<file path="config.mk">
export PLATFORM = sky130hd
export DESIGN_NAME = page_ecc_gen
export DESIGN_NICKNAME = d
export VERILOG_FILES = /design/src/rtl/page_ecc_pkg.sv /design/src/rtl/page_ecc_acc.sv /design/src/rtl/page_ecc_ctr.sv /design/src/rtl/page_ecc_rd.sv /design/src/rtl/page_ecc_gen.sv
export SDC_FILE = /design/constraint.sdc
export NUM_CORES = 1
export LEC_CHECK = 0
export BUFFER_PORTS_ARGS = -buffer_cell sky130_fd_sc_hd__buf_2
export CORE_ASPECT_RATIO = 1.5
export CORE_MARGIN = 1
export CORE_UTILIZATION = 43
export CTS_CLUSTER_SIZE = 16
export DETAILED_ROUTE_END_ITERATION = 8
export HOLD_SLACK_MARGIN = 0.06
export PLACE_DENSITY_LB_ADDON = 0.12
export SYNTH_ARGS = -nofsm -noshare
export SYNTH_HDL_FRONTEND = slang
export SYNTH_SLANG_ARGS = --single-unit
</file>
<file path="constraint.sdc">
create_clock -name clk -period 3 [get_ports clk]
set_input_delay 0.6 -clock clk [delete_from_list [all_inputs] [get_ports clk]]
set_output_delay 0.6 -clock clk [all_outputs]
set_load 0.1 [all_outputs]
</file>
<file path="src/rtl/page_ecc_pkg.sv">
`timescale 1ns/1ps
package page_ecc_pkg;
  localparam int BYTE_W      = 8;
  localparam int IDX_W       = 8;
  localparam int CHUNK_BYTES = 1 << IDX_W;
  localparam int COL_W       = 6;
  localparam int LINE_W      = 2 * IDX_W;
  localparam int CODE_BYTES  = 3;

  typedef enum logic [1:0] {
    MD_OFF  = 2'b00,
    MD_ACC  = 2'b01,
    MD_READ = 2'b10,
    MD_CLR  = 2'b11
  } mode_e;

  typedef logic [CODE_BYTES-1:0][BYTE_W-1:0] code_t;

  // Column parity of one byte: odd member of each pair covers bits whose
  // position has the selector bit set, even member the complement.
  function automatic logic [COL_W-1:0] col_bits(input logic [BYTE_W-1:0] d);
    logic [BYTE_W-1:0] hi_mask;
    logic [COL_W-1:0]  r;
    for (int m = 0; m < COL_W/2; m++) begin
      for (int j = 0; j < BYTE_W; j++) hi_mask[j] = ((j >> m) & 1) == 1;
      r[2*m+1] = ^(d & hi_mask);
      r[2*m]   = ^(d & ~hi_mask);
    end
    return r;
  endfunction

  // Readout order within a chunk: byte 1, byte 0, byte 2.
  function automatic logic [1:0] pick_byte(input logic [1:0] slot);
    case (slot)
      2'd0:    return 2'd1;
      2'd1:    return 2'd0;
      default: return 2'd2;
    endcase
  endfunction
endpackage

</file>
<file path="src/rtl/page_ecc_acc.sv">
`timescale 1ns/1ps
module page_ecc_acc
  import page_ecc_pkg::*;
(
  input  logic              clk,
  input  logic              rst,
  input  logic              clr,
  input  logic              en,
  input  logic [IDX_W-1:0]  idx,
  input  logic [BYTE_W-1:0] din,
  output code_t             code
);
  logic [COL_W-1:0]  col_q;
  logic [IDX_W-1:0]  odd_q;
  logic              tot_q;
  logic              bpar;
  logic [LINE_W-1:0] line;

  assign bpar = ^din;

  always_ff @(posedge clk) begin
    if (rst || clr) begin
      col_q <= '0;
      odd_q <= '0;
      tot_q <= 1'b0;
    end else if (en) begin
      col_q <= col_q ^ col_bits(din);
      odd_q <= odd_q ^ ({IDX_W{bpar}} & idx);
      tot_q <= tot_q ^ bpar;
    end
  end

  // Even member of each line pair = total parity minus the odd member.
  always_comb begin
    for (int k = 0; k < IDX_W; k++) begin
      line[2*k+1] = odd_q[k];
      line[2*k]   = tot_q ^ odd_q[k];
    end
    code[0] = ~line[BYTE_W-1:0];
    code[1] = ~line[LINE_W-1:BYTE_W];
    code[2] = ~{col_q, 2'b00};
  end
endmodule

</file>
<file path="src/rtl/page_ecc_ctr.sv">
`timescale 1ns/1ps
module page_ecc_ctr
  import page_ecc_pkg::*;
#(
  parameter int CHUNKS = 2,
  localparam int CI_W  = $clog2(CHUNKS + 1)
) (
  input  logic             clk,
  input  logic             rst,
  input  logic             clr,
  input  logic             fire,
  output logic             take,
  output logic [CI_W-1:0]  chunk_idx,
  output logic [IDX_W-1:0] byte_idx
);
  assign take = fire && (chunk_idx < CI_W'(CHUNKS));

  always_ff @(posedge clk) begin
    if (rst || clr) begin
      chunk_idx <= '0;
      byte_idx  <= '0;
    end else if (take) begin
      byte_idx <= byte_idx + 1'b1;
      if (byte_idx == IDX_W'(CHUNK_BYTES - 1)) chunk_idx <= chunk_idx + 1'b1;
    end
  end
endmodule

</file>
<file path="src/rtl/page_ecc_rd.sv">
`timescale 1ns/1ps
module page_ecc_rd
  import page_ecc_pkg::*;
#(
  parameter int CHUNKS = 2,
  localparam int RC_W  = (CHUNKS > 1) ? $clog2(CHUNKS) : 1
) (
  input  logic                     clk,
  input  logic                     rst,
  input  logic                     clr,
  input  logic                     step,
  input  code_t [CHUNKS-1:0]       codes,
  output logic [BYTE_W-1:0]        rd_data,
  output logic                     rd_valid,
  output logic [1:0]               slot
);
  logic [RC_W-1:0] chunk;

  always_ff @(posedge clk) begin
    if (rst || clr) begin
      chunk    <= '0;
      slot     <= '0;
      rd_valid <= 1'b0;
      rd_data  <= '0;
    end else begin
      rd_valid <= step;
      if (step) begin
        rd_data <= codes[chunk][pick_byte(slot)];
        if (slot == 2'd2) begin
          slot  <= '0;
          chunk <= (chunk == RC_W'(CHUNKS - 1)) ? '0 : chunk + 1'b1;
        end else begin
          slot <= slot + 1'b1;
        end
      end
    end
  end
endmodule

</file>
<file path="src/rtl/page_ecc_gen.sv">
`timescale 1ns/1ps
module page_ecc_gen
  import page_ecc_pkg::*;
#(
  parameter int CHUNKS = 2,
  localparam int CI_W  = $clog2(CHUNKS + 1)
) (
  input  logic              clk,
  input  logic              rst,
  input  logic              mode_wr,
  input  logic [1:0]        mode_in,
  input  logic              byte_valid,
  input  logic [BYTE_W-1:0] byte_in,
  input  logic              rd_req,
  output logic [BYTE_W-1:0] rd_data,
  output logic              rd_valid
);
  mode_e              mode_q;
  logic               clr;
  logic               fire;
  logic               step;
  logic               take;
  logic [CI_W-1:0]    chunk_idx;
  logic [IDX_W-1:0]   byte_idx;
  logic [1:0]         rd_sel;
  code_t [CHUNKS-1:0] codes;

  always_ff @(posedge clk) begin
    if (rst)          mode_q <= MD_OFF;
    else if (mode_wr) mode_q <= mode_e'(mode_in);
  end

  assign clr  = (mode_q == MD_CLR);
  assign fire = byte_valid && (mode_q == MD_ACC);
  assign step = rd_req && (mode_q == MD_READ);

  page_ecc_ctr #(.CHUNKS(CHUNKS)) u_ctr (
    .clk(clk), .rst(rst), .clr(clr), .fire(fire),
    .take(take), .chunk_idx(chunk_idx), .byte_idx(byte_idx)
  );

  for (genvar g = 0; g < CHUNKS; g++) begin : g_acc
    page_ecc_acc u_acc (
      .clk(clk), .rst(rst), .clr(clr),
      .en(take && (chunk_idx == CI_W'(g))),
      .idx(byte_idx), .din(byte_in), .code(codes[g])
    );
  end

  page_ecc_rd #(.CHUNKS(CHUNKS)) u_rd (
    .clk(clk), .rst(rst), .clr(clr), .step(step), .codes(codes),
    .rd_data(rd_data), .rd_valid(rd_valid), .slot(rd_sel)
  );
endmodule

</file>
Yosys cells after proc, flatten, opt, wreduce, memory -nomap -nowiden
Index checks and enable logic that the tools add are counted.
{"block": "totals", "word_cells": 82, "latchBits": 0, "inputBits": 15, "mem_bits_ro": 0, "regBits": 54, "n_memories": 0, "ramBits": 0, "output_inout_bits": 9}
{"block": "op_classes", "mul": 0, "n_addsub": 4, "n_bitwise": 29, "n_mux": 9, "shifts": 0, "reduce_logical": 17, "order_cmp": 3, "n_eq_ne": 7, "n_div": 0}
{"operator": "8-bit parity", "count": 7}
{"operator": "24-bit 2-to-1 mux", "count": 2}
{"operator": "8-bit inverter", "count": 6}
{"operator": "1-bit XOR", "count": 18}
{"operator": "8-bit binary-select mux with 2-bit select", "count": 1}
{"operator": "8-bit XOR", "count": 2}
{"operator": "6-bit XOR", "count": 2}
{"operator": "8-bit by 1-bit adder with 8-bit output, second input constant", "count": 1}
{"operator": "8-bit AND", "count": 1}
{"operator": "8-bit equality test, second input constant", "count": 1}
{"operator": "8-bit 2-to-1 mux", "count": 1}
{"operator": "2-bit by 1-bit equality test with 1-bit output, second input constant", "count": 3}
{"operator": "2-bit equality test, second input constant", "count": 3}
{"operator": "2-bit 2-to-1 mux", "count": 3}
{"operator": "1-bit logical AND", "count": 5}
{"operator": "2-bit by 1-bit adder with 2-bit output, second input constant", "count": 2}
{"operator": "2-bit logical NOT", "count": 2}
{"operator": "2-bit one-hot mux with 2 select lines", "count": 1}
{"operator": "2-bit AND reduction", "count": 2}
{"operator": "2-bit by 3-bit < comparator with 1-bit output, second input constant", "count": 1}
{"operator": "1-bit by 2-bit < comparator with 1-bit output, second input constant", "count": 1}
{"operator": "2-bit < comparator, second input constant", "count": 1}
{"operator": "1-bit adder, second input constant", "count": 1}
{"operator": "1-bit logical OR", "count": 1}
{"operator": "1-bit 2-to-1 mux", "count": 1}

Longest topological paths before layout
{"block": "logic_depth", "word_depth": 6, "mapped_depth": 7, "ltp_nobuf": 6}

Modules after synthesis
Synthesis repeated with hierarchy kept, for this count alone.
{"block": "hier_totals", "cells_unflattened": 375, "area_unflattened_um2": 3276.9}
{"mod": "page_ecc_acc", "cells_per_inst": 116, "instances": 2, "seq_area_each_um2": 300.3, "area_per_inst_um2": 945.9}
{"mod": "page_ecc_rd", "cells_per_inst": 81, "instances": 1, "seq_area_each_um2": 240.2, "area_per_inst_um2": 817.0}
{"mod": "page_ecc_ctr", "cells_per_inst": 50, "instances": 1, "seq_area_each_um2": 200.2, "area_per_inst_um2": 461.7}
{"mod": "page_ecc_gen", "cells_per_inst": 12, "instances": 1, "seq_area_each_um2": 40.0, "area_per_inst_um2": 106.4}

Least setup slack after synthesis
OpenSTA, ideal clock, no wires.
{"block": "synth_path", "kind": "input port to flip-flop", "start": "in byte_in[3]", "end": "reg g_acc[1].u_acc.odd_q[2]", "path_buffers": 1, "setup_slack_ns": 1.105, "stages": 6, "setup_time_ns": 0.059, "arrival_time_ns": 1.836, "cell_sequence": "xnor2_1 -> xnor2_2 -> xnor2_2 -> buf_6 -> or4_1 -> nand2_1"}
{"block": "synth_via", "elab_chain_cells": 3}
{"item": "from (decl)", "line_no": "page_ecc_gen.sv:13", "text": "input logic [BYTE_W-1:0] byte_in,"}
{"item": "8-bit parity", "line_no": "page_ecc_acc.sv:19", "text": "assign bpar = ^din;"}
{"item": "8-bit AND", "line_no": "page_ecc_acc.sv:28", "text": "odd_q <= odd_q ^ ({IDX_W{bpar}} & idx);"}
{"item": "8-bit XOR", "line_no": "page_ecc_acc.sv:28"}
{"item": "to (signal assigned)", "line_no": "page_ecc_acc.sv:28"}
{"item": "to (decl)", "line_no": "page_ecc_acc.sv:14", "text": "logic [IDX_W-1:0] odd_q;"}
Every way passes these cells.
A chain may end at the register's enable or synchronous reset.

Final worst setup path
{"block": "layout_path", "start": "reg mode_q[0]", "end": "reg g_acc[1].u_acc.odd_q[4]"}
{"block": "layout_via", "elab_chain_cells": 4, "elab_cells_between_ends": 6}
{"item": "from (decl)", "line_no": "page_ecc_gen.sv:18", "text": "mode_e mode_q;"}
{"item": "from (signal assigned)", "line_no": "page_ecc_gen.sv:30", "text": "else if (mode_wr) mode_q <= mode_e'(mode_in);"}
{"item": "2-bit by 1-bit equality test with 1-bit output", "line_no": "page_ecc_gen.sv:34", "text": "assign fire = byte_valid && (mode_q == MD_ACC);"}
{"item": "1-bit logical AND", "line_no": "page_ecc_gen.sv:34"}
{"item": "1-bit logical AND", "line_no": "page_ecc_ctr.sv:16", "text": "assign take = fire && (chunk_idx < CI_W'(CHUNKS));"}
{"item": "1-bit logical AND", "line_no": "page_ecc_gen.sv:45", "text": ".en(take && (chunk_idx == CI_W'(g))),"}
Parallel ways exist; a longest one is shown, timed or not.

==> impl_metrics.ini <==
[global_route]
antenna_found_initial = 0
overflow = 0
grt_pass1_wl_um = 9780
grt_max_degree = 48
gr-usage-all-layers_pct = 19.2
grt_pass1_vias = 2043

[yosys]
avgSynthCellArea_um2 = 8.93
synth.top_cell.area_share_pct = 38.7
synth.distinct_cells = 35
synth_fp_nets = 331
synthTopCellsByArea = dfxtp_1 39%, xnor2_1 6.3%, mux4_2 5.6%
synth_top_area_cell = dfxtp_1
ys_seq_area_share_pct = 38.7
ys_ff_latch = 54
syn_inst = 313
synth_area_um2 = 2800
yosysWarnings = 0

[worst_setup_path]
critical_path_required_ns = 3.23
cp_slowest_cell = or4_1
crit_family = simple AND/OR/NAND/NOR gates
reg2reg_from = mode_q[0]$_SDFFE_PP0P_
path_buf_inv = 1
worstPathArrival_ns = 2.25
crit_type = register to register
crit_start = mode_q[0]$_SDFFE_PP0P_
critPathMaxFanout = 16
slowest_delay_ns = 0.52
cp-start-kind = register
cp-end-kind = register
crit_path_cell_trace = nor4bb_1 > buf_4 > nand2_1 > or4_1 > a21oi_1

[die]
ios = 24
rows = 35
die_w_um = 67.8
die_h_um = 101
dieArea_um2 = 6830
core_um2 = 6220
start_util_pct = 44.9

[final_layout]
final_core_util_pct = 48.8
fin_nets = 344
diodes = 0
final_cell_mix = 54 x dfxtp_1, 35 x nand2_1, 30 x a21oi_1
drive_gt1_share_pct = 14.1
layout_commonest_cell = dfxtp_1
area_growth_pct = 8.46

[timing]
tns_ns = 0
fin_crit_ns = 2.02
fin_crit_sh_pct = 67.4
final.setup.worst_slack_ns = 0.979
report.final.slew_viol_count = 0
finalSetupViolations = 0
max_freq_ghz = 0.495
skew_ns = 0.00549
worstMarginPinSlew_ns = 0.859
slew_headroom_pct = 42.7
rsz0062_at_grt = false
finalHoldViolCount = 0

[power_and_ir_drop]
ir_drop_mv = 0.175
p_int_uw = 982
leakage_nw = 1.15
switching_share_pct = 29.7
seq_power_share_pct = 53.0
p_switching_uw = 415
comb_power_share_pct = 16.0
clock_power_share_pct = 31.0
powerDensity_nw_per_um2 = 461

[route]
drc = 0
post_drt_wl_per_cell_um = 14.8
postRouteAntennaNets = 0
dr.pass1.iters = 4
vias_per_cell = 5.59
drt_iter0_drc = 162
vias = 2240
drt_wl_total_um = 5920

[placed_design]
gp_congestion = 0.758
pre_cts_ws_ns = 0.640
placement.io_buffers = 23
dp_hpwl_um = 4150

[cts]
post_cts.repair.setup_buffers = 0
cts_buffers = 5
clk_pin_slew_worst_paths_ns = 0.10
ctsHoldBuffers = 0
ctsResizeCount = 0
worstSkewPairLatency_ns = 0.31
cts_tree = done
cts_buffer_depth = 2
clkSinkCount = 54
clockRootBuffer = clkbuf_8
h-tree-depth = 2

[run]
drv_cap = 0

[min_path]
min_path_type = register to register
min_from = u_rd.rd_data[0]$_SDFFE_PP0P_

[outcome]
status = finished, final reports clean
## sequential cells by signal, indices dropped and copies added, names as in the netlist, 2 cells and up
signal             flops
g_acc.u_acc.tot_q      2
u_rd.rd_data           8
g_acc.u_acc.odd_q     16
u_ctr.byte_idx         8
u_rd.slot              2
mode_q                 2
u_ctr.chunk_idx        2
g_acc.u_acc.col_q     12
## cells by family (layout without fill, tap and decap cells)
family | after synthesis | after routing | synth area share, %
AOI/OAI and AO/OA | 71 | 71 | 14.5
DFF | 54 | 54 | 38.7
adders and majority gates | 3 | 3 | 1.34
xor gates and xnor gates | 35 | 35 | 11.8
and+or+nand+nor | 103 | 103 | 18.8
buffers and inverters | 26 | 40 | 4.16
muxes | 21 | 21 | 10.8
## final timing paths
kind / cells past startpoint / slack [ns] / end
worst max-delay path: 5 / 0.98 / g_acc[1].u_acc.odd_q[4]$_SDFFE_PP0P_
worst min-delay path: 2 / 0.47 / u_rd.rd_data[0]$_SDFFE_PP0P_
worst min register to register: 2 / 0.47 / u_rd.rd_data[0]$_SDFFE_PP0P_
worst max register to register: 5 / 0.98 / g_acc[1].u_acc.odd_q[4]$_SDFFE_PP0P_
## power by group through the flow
stage	combinational [mW]	clock (mW)	sequential [mW]
after global placement	0.221	0	0.757
after CTS	0.225	0.441	0.741
final	0.223	0.433	0.741
after global routing	0.244	0.465	0.744
after floorplan	0.157	0	0.787
after detailed placement	0.225	0	0.758
## tightest hold or removal path, cell delays in order (launching register included)
cell and delay [ns]:
dfxtp_1 0.33, nand2_1 0.05, a21oi_1 0.05
## final cells by class
cell class / instances / area (µm²)
fillers: 617 / 3190
repair buffers: 28 / 153
well taps: 74 / 92.6
inverters: 4 / 15.0
clock inverters: 1 / 5.00
clock buffers: 7 / 86.3
flip-flops and latches: 54 / 1080
multi-input cells: 233 / 1600
## metrics by stage
step	power [mW]	hold slack [ns]	cell area, µm²	std cells
2_1_floorplan	0.945	0.459	2800	313
3_3_place_gp	0.978	0.450	2940	393
3_5_place_dp	0.983	0.449	2940	393
4_1_cts	1.41	0.464	3030	401
5_1_grt	1.45	0.484	3030	401
6_report	1.40	0.466	3030	401
## synth_stat cells (all sizes together)
cell     n
nor4bb   1
and4     1
a21oi   30
o211ai  14
clkbuf  13
mux4     7
and2     2
inv      4
o31ai    3
nand3    2
buf      9
nor2    24
mux2i   10
and3b    1
and3     1
nand2   35
o311ai   1
ha       3
nand2b   1
xnor2   23
a21o     1
or4     15
o21ai   22
mux2     4
or3     15
nor3     1
nand3b   3
dfxtp   54
nand4    1
xor2    12
## routing by layer
metal | track usage (%) | wire length (µm)
met5 | 0 | 0
met3 | 2.94 | 175
met4 | 7.21 | 117
met2 | 32.9 | 2980
met1 | 23.6 | 2640
No activity file was read; power rests on OpenSTA's default activity.
